===== config.mk =====
export PLATFORM = sky130hd
export DESIGN_NAME = bus_iso_ctrl
export DESIGN_NICKNAME = d
export VERILOG_FILES = /design/src/rtl/bus_iso_pkg.sv /design/src/rtl/iso_sync.sv /design/src/rtl/iso_pin_hold.sv /design/src/rtl/iso_float_ctl.sv /design/src/rtl/bus_iso_ctrl.sv
export SDC_FILE = /design/constraint.sdc
export NUM_CORES = 1
export LEC_CHECK = 0
export ABC_AREA = 1
export BUFFER_PORTS_ARGS = -buffer_cell sky130_fd_sc_hd__buf_2
export CAP_MARGIN = 20
export CORE_ASPECT_RATIO = 1.2
export CORE_MARGIN = 2
export CORE_UTILIZATION = 40
export DETAILED_ROUTE_END_ITERATION = 16
export PLACE_DENSITY = 0.77
export SETUP_SLACK_MARGIN = 0.1
export SYNTH_ARGS = -nofsm -noshare
export SYNTH_HDL_FRONTEND = slang
export SYNTH_SLANG_ARGS = --single-unit

===== constraint.sdc =====
create_clock -name clk_i -period 3.33 [get_ports clk_i]
set_input_delay 0.666 -clock clk_i [delete_from_list [all_inputs] [get_ports clk_i]]
set_output_delay 0.666 -clock clk_i [all_outputs]
set_load 0.05 [all_outputs]

===== src/rtl/bus_iso_pkg.sv =====
package bus_iso_pkg;
  localparam int ADDR_W  = 25;
  localparam int DATA_W  = 32;
  localparam int LANE_N  = 4;
  localparam int SYNC_N  = 2;
  localparam int PIN_CNT = ADDR_W + DATA_W + 5 + LANE_N;

  typedef struct packed {
    logic [ADDR_W-1:0] addr;
    logic [DATA_W-1:0] data;
    logic              data_drv;
    logic              cs_n;
    logic              rw;
    logic              rd_n;
    logic              ras_n;
    logic              cas_n;
    logic [LANE_N-1:0] we_n;
  } bus_pins_t;

  localparam bus_pins_t PINS_IDLE = '{
    addr:     '0,
    data:     '0,
    data_drv: 1'b0,
    cs_n:     1'b1,
    rw:       1'b1,
    rd_n:     1'b1,
    ras_n:    1'b1,
    cas_n:    1'b1,
    we_n:     '1
  };
endpackage


===== src/rtl/iso_sync.sv =====
module iso_sync #(
  parameter int   WIDTH  = 1,
  parameter int   STAGES = 2,
  parameter logic RST_V  = 1'b1
) (
  input  logic             clk_i,
  input  logic             rst_ni,
  input  logic [WIDTH-1:0] d_i,
  output logic [WIDTH-1:0] q_o
);
  logic [WIDTH-1:0] stage_q [STAGES];

  for (genvar s = 0; s < STAGES; s++) begin : g_stage
    always_ff @(posedge clk_i or negedge rst_ni) begin
      if (!rst_ni) stage_q[s] <= {WIDTH{RST_V}};
      else if (s == 0) stage_q[s] <= d_i;
      else stage_q[s] <= stage_q[(s == 0) ? 0 : s-1];
    end
  end

  assign q_o = stage_q[STAGES-1];
endmodule


===== src/rtl/iso_pin_hold.sv =====
module iso_pin_hold
  import bus_iso_pkg::*;
(
  input  logic      clk_i,
  input  logic      rst_ni,
  input  logic      hold_i,
  input  bus_pins_t pins_i,
  output bus_pins_t pins_next_o,
  output bus_pins_t pins_o
);
  bus_pins_t pins_q;

  // frozen copy keeps the interrupted cycle intact
  assign pins_next_o = hold_i ? pins_q : pins_i;

  always_ff @(posedge clk_i or negedge rst_ni) begin
    if (!rst_ni) pins_q <= PINS_IDLE;
    else         pins_q <= pins_next_o;
  end

  assign pins_o = pins_q;
endmodule


===== src/rtl/iso_float_ctl.sv =====
module iso_float_ctl (
  input  logic clk_i,
  input  logic rst_ni,
  input  logic wait_s_ni,
  input  logic hiz_s_ni,
  input  logic drv_next_i,
  output logic halted_o,
  output logic float_o,
  output logic addr_oe_o,
  output logic ctrl_oe_o,
  output logic data_oe_o
);
  logic float_d;

  // both requests must be low; hiz alone is ignored
  assign float_d  = ~wait_s_ni & ~hiz_s_ni;
  assign halted_o = ~wait_s_ni;

  always_ff @(posedge clk_i or negedge rst_ni) begin
    if (!rst_ni) begin
      float_o   <= 1'b0;
      addr_oe_o <= 1'b1;
      ctrl_oe_o <= 1'b1;
      data_oe_o <= 1'b0;
    end else begin
      float_o   <= float_d;
      addr_oe_o <= ~float_d;
      ctrl_oe_o <= ~float_d;
      data_oe_o <= drv_next_i & ~float_d;
    end
  end
endmodule


===== src/rtl/bus_iso_ctrl.sv =====
module bus_iso_ctrl
  import bus_iso_pkg::*;
(
  input  logic              clk_i,
  input  logic              rst_ni,
  input  logic              wait_ni,
  input  logic              hiz_ni,
  input  logic [ADDR_W-1:0] addr_i,
  input  logic [DATA_W-1:0] data_i,
  input  logic              data_drive_i,
  input  logic              cs_ni,
  input  logic              rw_i,
  input  logic              rd_ni,
  input  logic              ras_ni,
  input  logic              cas_ni,
  input  logic [LANE_N-1:0] we_ni,
  output logic [ADDR_W-1:0] addr_o,
  output logic [DATA_W-1:0] data_o,
  output logic              cs_no,
  output logic              rw_o,
  output logic              rd_no,
  output logic              ras_no,
  output logic              cas_no,
  output logic [LANE_N-1:0] we_no,
  output logic              addr_oe_o,
  output logic              ctrl_oe_o,
  output logic              data_oe_o,
  output logic              halted_o,
  output logic              isolated_o
);
  logic [1:0] req_s;
  bus_pins_t  pins_in, pins_next, pins_q;

  iso_sync #(.WIDTH(2), .STAGES(SYNC_N), .RST_V(1'b1)) u_sync (
    .clk_i  (clk_i),
    .rst_ni (rst_ni),
    .d_i    ({wait_ni, hiz_ni}),
    .q_o    (req_s)
  );

  assign pins_in = '{
    addr:     addr_i,
    data:     data_i,
    data_drv: data_drive_i,
    cs_n:     cs_ni,
    rw:       rw_i,
    rd_n:     rd_ni,
    ras_n:    ras_ni,
    cas_n:    cas_ni,
    we_n:     we_ni
  };

  iso_pin_hold u_hold (
    .clk_i       (clk_i),
    .rst_ni      (rst_ni),
    .hold_i      (~req_s[1]),
    .pins_i      (pins_in),
    .pins_next_o (pins_next),
    .pins_o      (pins_q)
  );

  iso_float_ctl u_ctl (
    .clk_i      (clk_i),
    .rst_ni     (rst_ni),
    .wait_s_ni  (req_s[1]),
    .hiz_s_ni   (req_s[0]),
    .drv_next_i (pins_next.data_drv),
    .halted_o   (halted_o),
    .float_o    (isolated_o),
    .addr_oe_o  (addr_oe_o),
    .ctrl_oe_o  (ctrl_oe_o),
    .data_oe_o  (data_oe_o)
  );

  assign addr_o = pins_q.addr;
  assign data_o = pins_q.data;
  assign cs_no  = pins_q.cs_n;
  assign rw_o   = pins_q.rw;
  assign rd_no  = pins_q.rd_n;
  assign ras_no = pins_q.ras_n;
  assign cas_no = pins_q.cas_n;
  assign we_no  = pins_q.we_n;
endmodule


# == Word-level counts from Yosys, hierarchy flattened ==
# Cells that the tools add are included.
# totals
ff_bits,74
word_cells,20
# classes
n_mux,1
n_bitwise,5
# op_table
op,count
10-bit two-way mux,1
1-bit inverter,3
1-bit bitwise AND,2

# == Longest topological paths before layout ==
# Gate-level depths: netlist of run 1.
# depth
depth_word,4
mapped_depth,6
depth_no_buf,4

# == By module ==
# A second synthesis of run 1 with hierarchy kept.
# hier_totals
cells_unflattened,300
hier_area_um2,2786.4
# by_module_without_submodules
module,instances,cells_per_inst,area_per_inst_um2,seq_area_each_um2
iso_pin_hold,1,284,2557.5,1687.9
iso_sync,1,6,120.1,105.1
iso_float_ctl,1,9,105.1,76.3
bus_iso_ctrl,1,1,3.8,0.0

# == Worst setup path before layout of run 1 ==
# Ideal clock, no wire load.
# synth_timing
path_type,reg-to-output
from,reg u_ctl.ctrl_oe_o
to,out ctrl_oe_o
t_arrival_ns,0.917
path_slack_ns,1.747
stages_incl_launch_ff,2
path_buffers,1
path_cell_list,dfstp_2 -> buf_4
# synth_rtl
item,line,rtl
"start, declared",iso_float_ctl.sv:10,"output logic ctrl_oe_o,"
"start signal, assigned",iso_float_ctl.sv:28,ctrl_oe_o <= ~float_d;
"end, declared",bus_iso_ctrl.sv:26,"output logic ctrl_oe_o,"
# No word-level cell between the ends.

# == Worst setup path after layout of run 1 ==
# layout_timing
from,"reg, netlist name u_hold.pins_o[2]"
to,out we_no[2]
# layout_rtl
item,line,rtl
"end, declared",bus_iso_ctrl.sv:24,"output logic [LANE_N-1:0] we_no,"
# No word-level cell between the ends.

==> results of run 1 <==
-- power by group through the flow --
stage	combinational, mW	sequential, mW	clock (mW)
after detailed placement	0.518	1.04	0
after CTS	0.518	1.03	0.876
after global placement	0.511	1.04	0
after global routing	0.549	1.03	0.914
after floorplan	0.445	1.06	0
final	0.511	1.02	0.845
-- synthesized netlist by cell type --
cell type	count	area share, %
inv_2	1	0.12
buf_2	9	1.4
dfstp_2	14	11
inv_1	4	0.47
dfrtp_1	60	47
buf_6	4	1.4
nor2_1	2	0.23
buf_4	64	15
nand2_1	201	23
-- registers in the layout, summed over array words and instances, names as in the netlist --
signal and count:
u_ctl.ctrl_oe_o 1, u_ctl.data_oe_o 1, u_sync.q_o 2, u_ctl.float_o 1
u_hold.pins_o 67, u_sync.stage_q 2
-- final timing paths --
path / startpoint / endpoint / slack (ns) / depth (start not counted)
worst min register to register: u_sync.stage_q[3]$_DFF_PN1_ / u_sync.q_o[1]$_DFF_PN1_ / 0.36 / 0
worst max-delay path: u_hold.pins_o[2]$_DFFE_PN1P_ / we_no[2] / 1.53 / 1
worst min-delay path: u_sync.stage_q[3]$_DFF_PN1_ / u_sync.q_o[1]$_DFF_PN1_ / 0.36 / 0
min in group asynchronous: rst_ni / u_hold.pins_o[14]$_DFFE_PN0P_ / 0.45 / 1
worst max register to register: u_sync.q_o[1]$_DFF_PN1_ / u_ctl.data_oe_o$_DFF_PN0_ / 1.89 / 3
max in group asynchronous: rst_ni / u_hold.pins_o[28]$_DFFE_PN0P_ / 2.30 / 1
-- logic make-up (layout without fill, tap and decap cells) --
logic type,count (synthesis),in the layout,share of synthesized area [%]
buffers and inverters,82,164,18.3
and+or+nand+nor,203,203,23.7
DFF,74,74,58.0
-- cells in the final DEF (no fill, tap or decap) --
master	Yosys	final
buf_4	64	3
nor2_1	2	2
inv_1	4	4
buf_2	9	140
nand2_1	201	201
bufinv_16	0	3
dfrtp_1	60	60
inv_2	1	1
clkinvlp_4	0	2
clkinv_4	0	1
dfstp_2	14	14
clkbuf_8	0	10
-- metrics by stage --
step	total power [mW]	instances
final	2.38	533
after global routing	2.50	533
after CTS	2.42	533
after detailed placement	1.56	517
after global placement	1.55	517
after floorplan	1.51	359
-- final cells by class --
class | count | area (µm²)
fill | 764 | 4010
sequential | 74 | 1870
multi-input combinational | 203 | 762
timing repair buffer | 143 | 723
clock buffer | 10 | 138
tap | 92 | 115
clock inverter | 6 | 114
inverter | 5 | 18.8
-- layer usage --
layer,vias to the layer above,routed length (µm),track usage (%)
met3,10,483,5.49
li1,1155,-,-
met1,1019,2440,15.5
met5,-,11,0
met4,2,70,5.13
met2,92,2910,23.6
==> flow_metrics.env, run 1 <==
export IMPL_ios=142
export IMPL_worst_skew_pair_late_latency_ns=0.34
export IMPL_wl_per_cell_um=11.1
export IMPL_post_cts_buffers=0
export IMPL_die_area_um2=8790
export IMPL_synth_area_um2=3220
export IMPL_p_switching_mw=0.760
export IMPL_vias=2278
export IMPL_cts_tree="done"
export IMPL_p_int_mw=1.62
export IMPL_cp_arrival_ns=1.13
export IMPL_fin_tns_setup_ns=0
export IMPL_hp_class="reg2reg"
export IMPL_yosysUniqueCellTypes=9
export IMPL_diodes=0
export IMPL_avgSynthCellArea_um2=8.97
export IMPL_p_seq_share_pct=43.0
export IMPL_hold_viol_final=0
export IMPL_yosysWarnings=0
export IMPL_setup_viol=0
export IMPL_syn_nets=430
export IMPL_outcome="finished, final reports clean"
export IMPL_ant_nets=0
export IMPL_hpwl_mm=4.15
export IMPL_cts_buffers=9
export IMPL_cts_sinks=74
export IMPL_timing_hold_ws_ns=0.361
export IMPL_slowest_delay_ns=0.54
export IMPL_placed_area_um2=3490
export IMPL_rsz0062_at_grt="no"
export IMPL_fin_util_pct=48.2
export IMPL_grt_usage_pct=13.8
export IMPL_ys_seq_area_share_pct=58.0
export IMPL_start_util_pct=41.5
export IMPL_first_global_vias=2131
export IMPL_worst_pin_slew_ns=0.890
export IMPL_path_cells="buf_2"
export IMPL_slew_viol_final=0
export IMPL_drt_initial_drc_count=87
export IMPL_fmax_ghz=0.556
export IMPL_clk_pin_slew_ns=0.08
export IMPL_p_leak_nw=2.19
export IMPL_ys_ff_latch=74
export IMPL_totalWireLength_mm=5.92
export IMPL_combPwrFrac_pct=21.5
export IMPL_p_sw_share_pct=31.9
export IMPL_clock_path_buffers=2
export IMPL_maxCapViolations=0
export IMPL_viasPerCell=4.27
export IMPL_postSynthCellCount=359
export IMPL_grt_antenna_before_repair=1
export IMPL_overflow=0
export IMPL_root_buffer="clkbuf_8"
export IMPL_drive_above_1_share_pct=39.5
export IMPL_p_clk_share_pct=35.5
export IMPL_critPathLaunchType="flop"
export IMPL_final_cell_area_um2=3740
export IMPL_die_w_um=85.9
export IMPL_fp_row_count=35
export IMPL_grt_pass1_wl_mm=9.38
export IMPL_crit_required_ns=2.66
export IMPL_worst_path_buf_inv=1
export IMPL_crit_type="reg2out"
export IMPL_setup_ws_ns=1.53
export IMPL_dieHeight_um=102
export IMPL_min_period_ns=1.80
export IMPL_relSlewSlack_pct=40.7
export IMPL_area_delta_synth_final_pct=16.1
export IMPL_crit_slowest_cell="dfstp_2"
export IMPL_nets=507
export IMPL_gp_congestion=0.707
export IMPL_drc=0
export IMPL_crit_family="flip-flops"
export IMPL_finClkSkew_ns=0.00979
export IMPL_cts_resized=0
export IMPL_dr_pass1_iters=4
export IMPL_period_share_pct=54.0
export IMPL_power_density_nw_per_um2=637
export IMPL_worstPathMaxFanout=2
export IMPL_core_area_um2=7750
export IMPL_grt_max_degree=75
export IMPL_post_place_ws_ns=1.87
export IMPL_cts_htree_levels=3
export IMPL_cts_hold_buffers=0
export IMPL_irDropWorstVdd_v=0.000261
export IMPL_io_buffers=141
export IMPL_worstSetupEndpointType="output port"
Power figures use the tool's default switching activity.
==> run 2: changes to the inputs <==
==> constraint.sdc (replaced) <==
create_clock -name clk_i -period 1.75 [get_ports clk_i]
set_input_delay 0.35 -clock clk_i [delete_from_list [all_inputs] [get_ports clk_i]]
set_output_delay 0.35 -clock clk_i [all_outputs]
set_load 0.05 [all_outputs]
==> run 2 against run 1 <==
Compared with the run above:
- sequential power up 91%
- utilization up 0.58 points
- routed wire length up 2.7%
- non-clock buffer count up 4
- total power up 88%
- flip-flop and latch count unchanged
- setup slack worse by 1.4 ns
- first-iteration DRC count down 1.1%
- cell count up 0.75%
- die area unchanged
- critical endpoint is now halted_o
- highest routed layer unchanged
==> flow_metrics.env, run 2 (synthesis results as in run 1) <==
export IMPL_outcome="finished, final reports clean"
export IMPL_hold_viol_final=0
export IMPL_hp_class="in2reg"
export IMPL_overflow=0
export IMPL_clk_pin_slew_ns=0.07
export IMPL_timing_hold_ws_ns=0.108
export IMPL_dr_wl_met3_um=470
export IMPL_cts_sinks=74
export IMPL_grt_usage_pct=14.3
export IMPL_grt_max_degree=69
export IMPL_power_density_nw_per_um2=1180
export IMPL_cts_tree="done"
export IMPL_diodes=0
export IMPL_cts_htree_levels=3
export IMPL_path_cells="inv_4 > buf_4"
export IMPL_r2r_slack_ns=0.52
export IMPL_dr_pass1_iters=4
export IMPL_fp_row_count=35
export IMPL_totalWireLength_mm=6.08
export IMPL_placed_cells=520
export IMPL_p_int_mw=3.05
export IMPL_ant_nets=0
export IMPL_final_cell_area_um2=3780
export IMPL_drt_initial_drc_count=86
export IMPL_root_buffer="clkbuf_8"
export IMPL_cts_buffers=9
export IMPL_ios=142
export IMPL_grt_antenna_before_repair=1
export IMPL_core_area_um2=7750
export IMPL_gp_congestion=0.718
export IMPL_clock_path_buffers=2
export IMPL_die_w_um=85.9
export IMPL_top_layer_used="met5"
export IMPL_nets=511
export IMPL_slew_viol_final=0
export IMPL_start_util_pct=41.5
export IMPL_crit_type="reg2out"
export IMPL_largest_reg_flops=67
export IMPL_irDropWorstVdd_v=0.000523
export IMPL_cp_arrival_ns=1.22
export IMPL_relSlewSlack_pct=76.2
export IMPL_crit_slowest_cell="dfstp_2"
export IMPL_rr_startpoint="u_sync.q_o[1]$_DFF_PN1_"
export IMPL_area_delta_synth_final_pct=17.5
export IMPL_hpwl_mm=4.34
export IMPL_worst_pin_slew_ns=0.358
export IMPL_power_mw=4.48
export IMPL_io_buffers=141
export IMPL_setup_viol=0
export IMPL_critPathLaunchType="flop"
export IMPL_wl_per_cell_um=11.3
export IMPL_combPwrFrac_pct=22.0
export IMPL_p_switching_mw=1.43
export IMPL_fmax_ghz=0.637
export IMPL_crit_family="flip-flops"
export IMPL_finClkSkew_ns=0.00700
export IMPL_holdPathStages=1
export IMPL_wl_met2_mm=2.98
export IMPL_holdPathEnd="u_sync.stage_q[2]$_DFF_PN1_"
export IMPL_p_seq_share_pct=43.5
export IMPL_vias=2310
export IMPL_period_share_pct=89.7
export IMPL_rsz0062_at_grt="no"
export IMPL_multiInputGateArea_um2=762
export IMPL_final_common_cell="nand2_1"
export IMPL_die_area_um2=8790
export IMPL_worstPathMaxFanout=17
export IMPL_drive_above_1_share_pct=39.3
export IMPL_fin_tns_setup_ns=0
export IMPL_worstReg2RegEnd="u_ctl.data_oe_o$_DFF_PN0_"
export IMPL_holdCritStartpoint="hiz_ni"
export IMPL_grt_pass1_wl_mm=9.83
export IMPL_drc=0
export IMPL_maxCapViolations=0
export IMPL_worst_skew_pair_late_latency_ns=0.33
export IMPL_final_cell_mix="nand2_1 (201), buf_2 (139), dfrtp_1 (60)"
export IMPL_final_cells=537
export IMPL_crit_required_ns=1.40
export IMPL_met1Wirelength_mm=2.54
export IMPL_first_global_vias=2260
export IMPL_worstSetupEndpointType="output port"
export IMPL_min_period_ns=1.57
export IMPL_worst_path_buf_inv=2
export IMPL_placed_area_um2=3540
export IMPL_p_clk_share_pct=34.4
export IMPL_p_sw_share_pct=31.9
export IMPL_reg2reg_depth=5
export IMPL_viasPerCell=4.30
export IMPL_seq_area_um2=1870
export IMPL_p_leak_nw=2.21
export IMPL_dieHeight_um=102
export IMPL_slowest_delay_ns=0.58
export IMPL_nFillCells=743
## run 2: changes by cell type in the layout (fill, tap and decap cells not counted), sizes merged
| cell | change |
|---|---|
| buf | +3 |
| clkinvlp | -1 |
| clkbuf | +1 |
| dlygate4sd3 | +1 |
## run 2: through the flow
stage,worst slack (ns),utilization (%)
2_1_floorplan,0.483,-
5_1_grt,0.121,48.8
3_5_place_dp,0.404,45.6
4_1_cts,0.151,48.8
6_report,0.180,48.8
3_3_place_gp,0.429,45.6
## run 2: area by class of cell
cell class	count	area share [%]
Multi-Input combinational cell	203	20.1
Tap cell	92	3.04
Sequential cell	74	49.4
Clock inverter	5	2.71
Timing Repair Buffer	147	20.7
Clock buffer	11	3.47
Inverter	5	0.562
## run 2: worst max-delay path by stage
| stage | start | endpoint | cells after the start |
|---|---|---|---|
| 3_3_place_gp | u_sync.q_o[1]$_DFF_PN1_ | u_ctl.data_oe_o$_DFF_PN0_ | 5 |
| 6_report | u_sync.q_o[1]$_DFF_PN1_ | halted_o | 2 |
| 4_1_cts | u_sync.q_o[1]$_DFF_PN1_ | halted_o | 2 |
| 2_1_floorplan | u_ctl.ctrl_oe_o$_DFF_PN1_ | ctrl_oe_o | 1 |
| 5_1_grt | u_sync.q_o[1]$_DFF_PN1_ | halted_o | 2 |
| 3_5_place_dp | u_sync.q_o[1]$_DFF_PN1_ | u_ctl.data_oe_o$_DFF_PN0_ | 5 |
## run 2: repair_timing
action / 4_1_cts / 5_1_grt
setup endpoints to repair: 1 / 0
gates resized for setup: 2 / 0
setup buffers: 0 / 0
hold buffers: 1 / 0
hold endpoints to repair: 23 / 0
## run 2: per-layer routing
metal / global-route usage [%] / vias to the layer above
li1: - / 1164
met1: 17.1 / 1041
met2: 23.5 / 93
met3: 4.85 / 10
met4: 6.47 / 2
met5: 0 / -
## run 2: power by group through the flow
stage                     combinational (mW)  sequential [mW]  clock [mW]
after floorplan                        0.846             2.02           0
after global placement                 0.985             1.98           0
after CTS                               1.00             1.95        1.60
final                                  0.988             1.95        1.54
after global routing                    1.06             1.97        1.67
after detailed placement               0.999             1.98           0
## run 2: worst reg2reg max path, cell delays in order, from the launching register on
cell and delay (ns):
dfstp_2 0.58, inv_4 0.10, buf_4 0.25, nand2_1 0.10, nand2_1 0.06, nor2_1 0.08
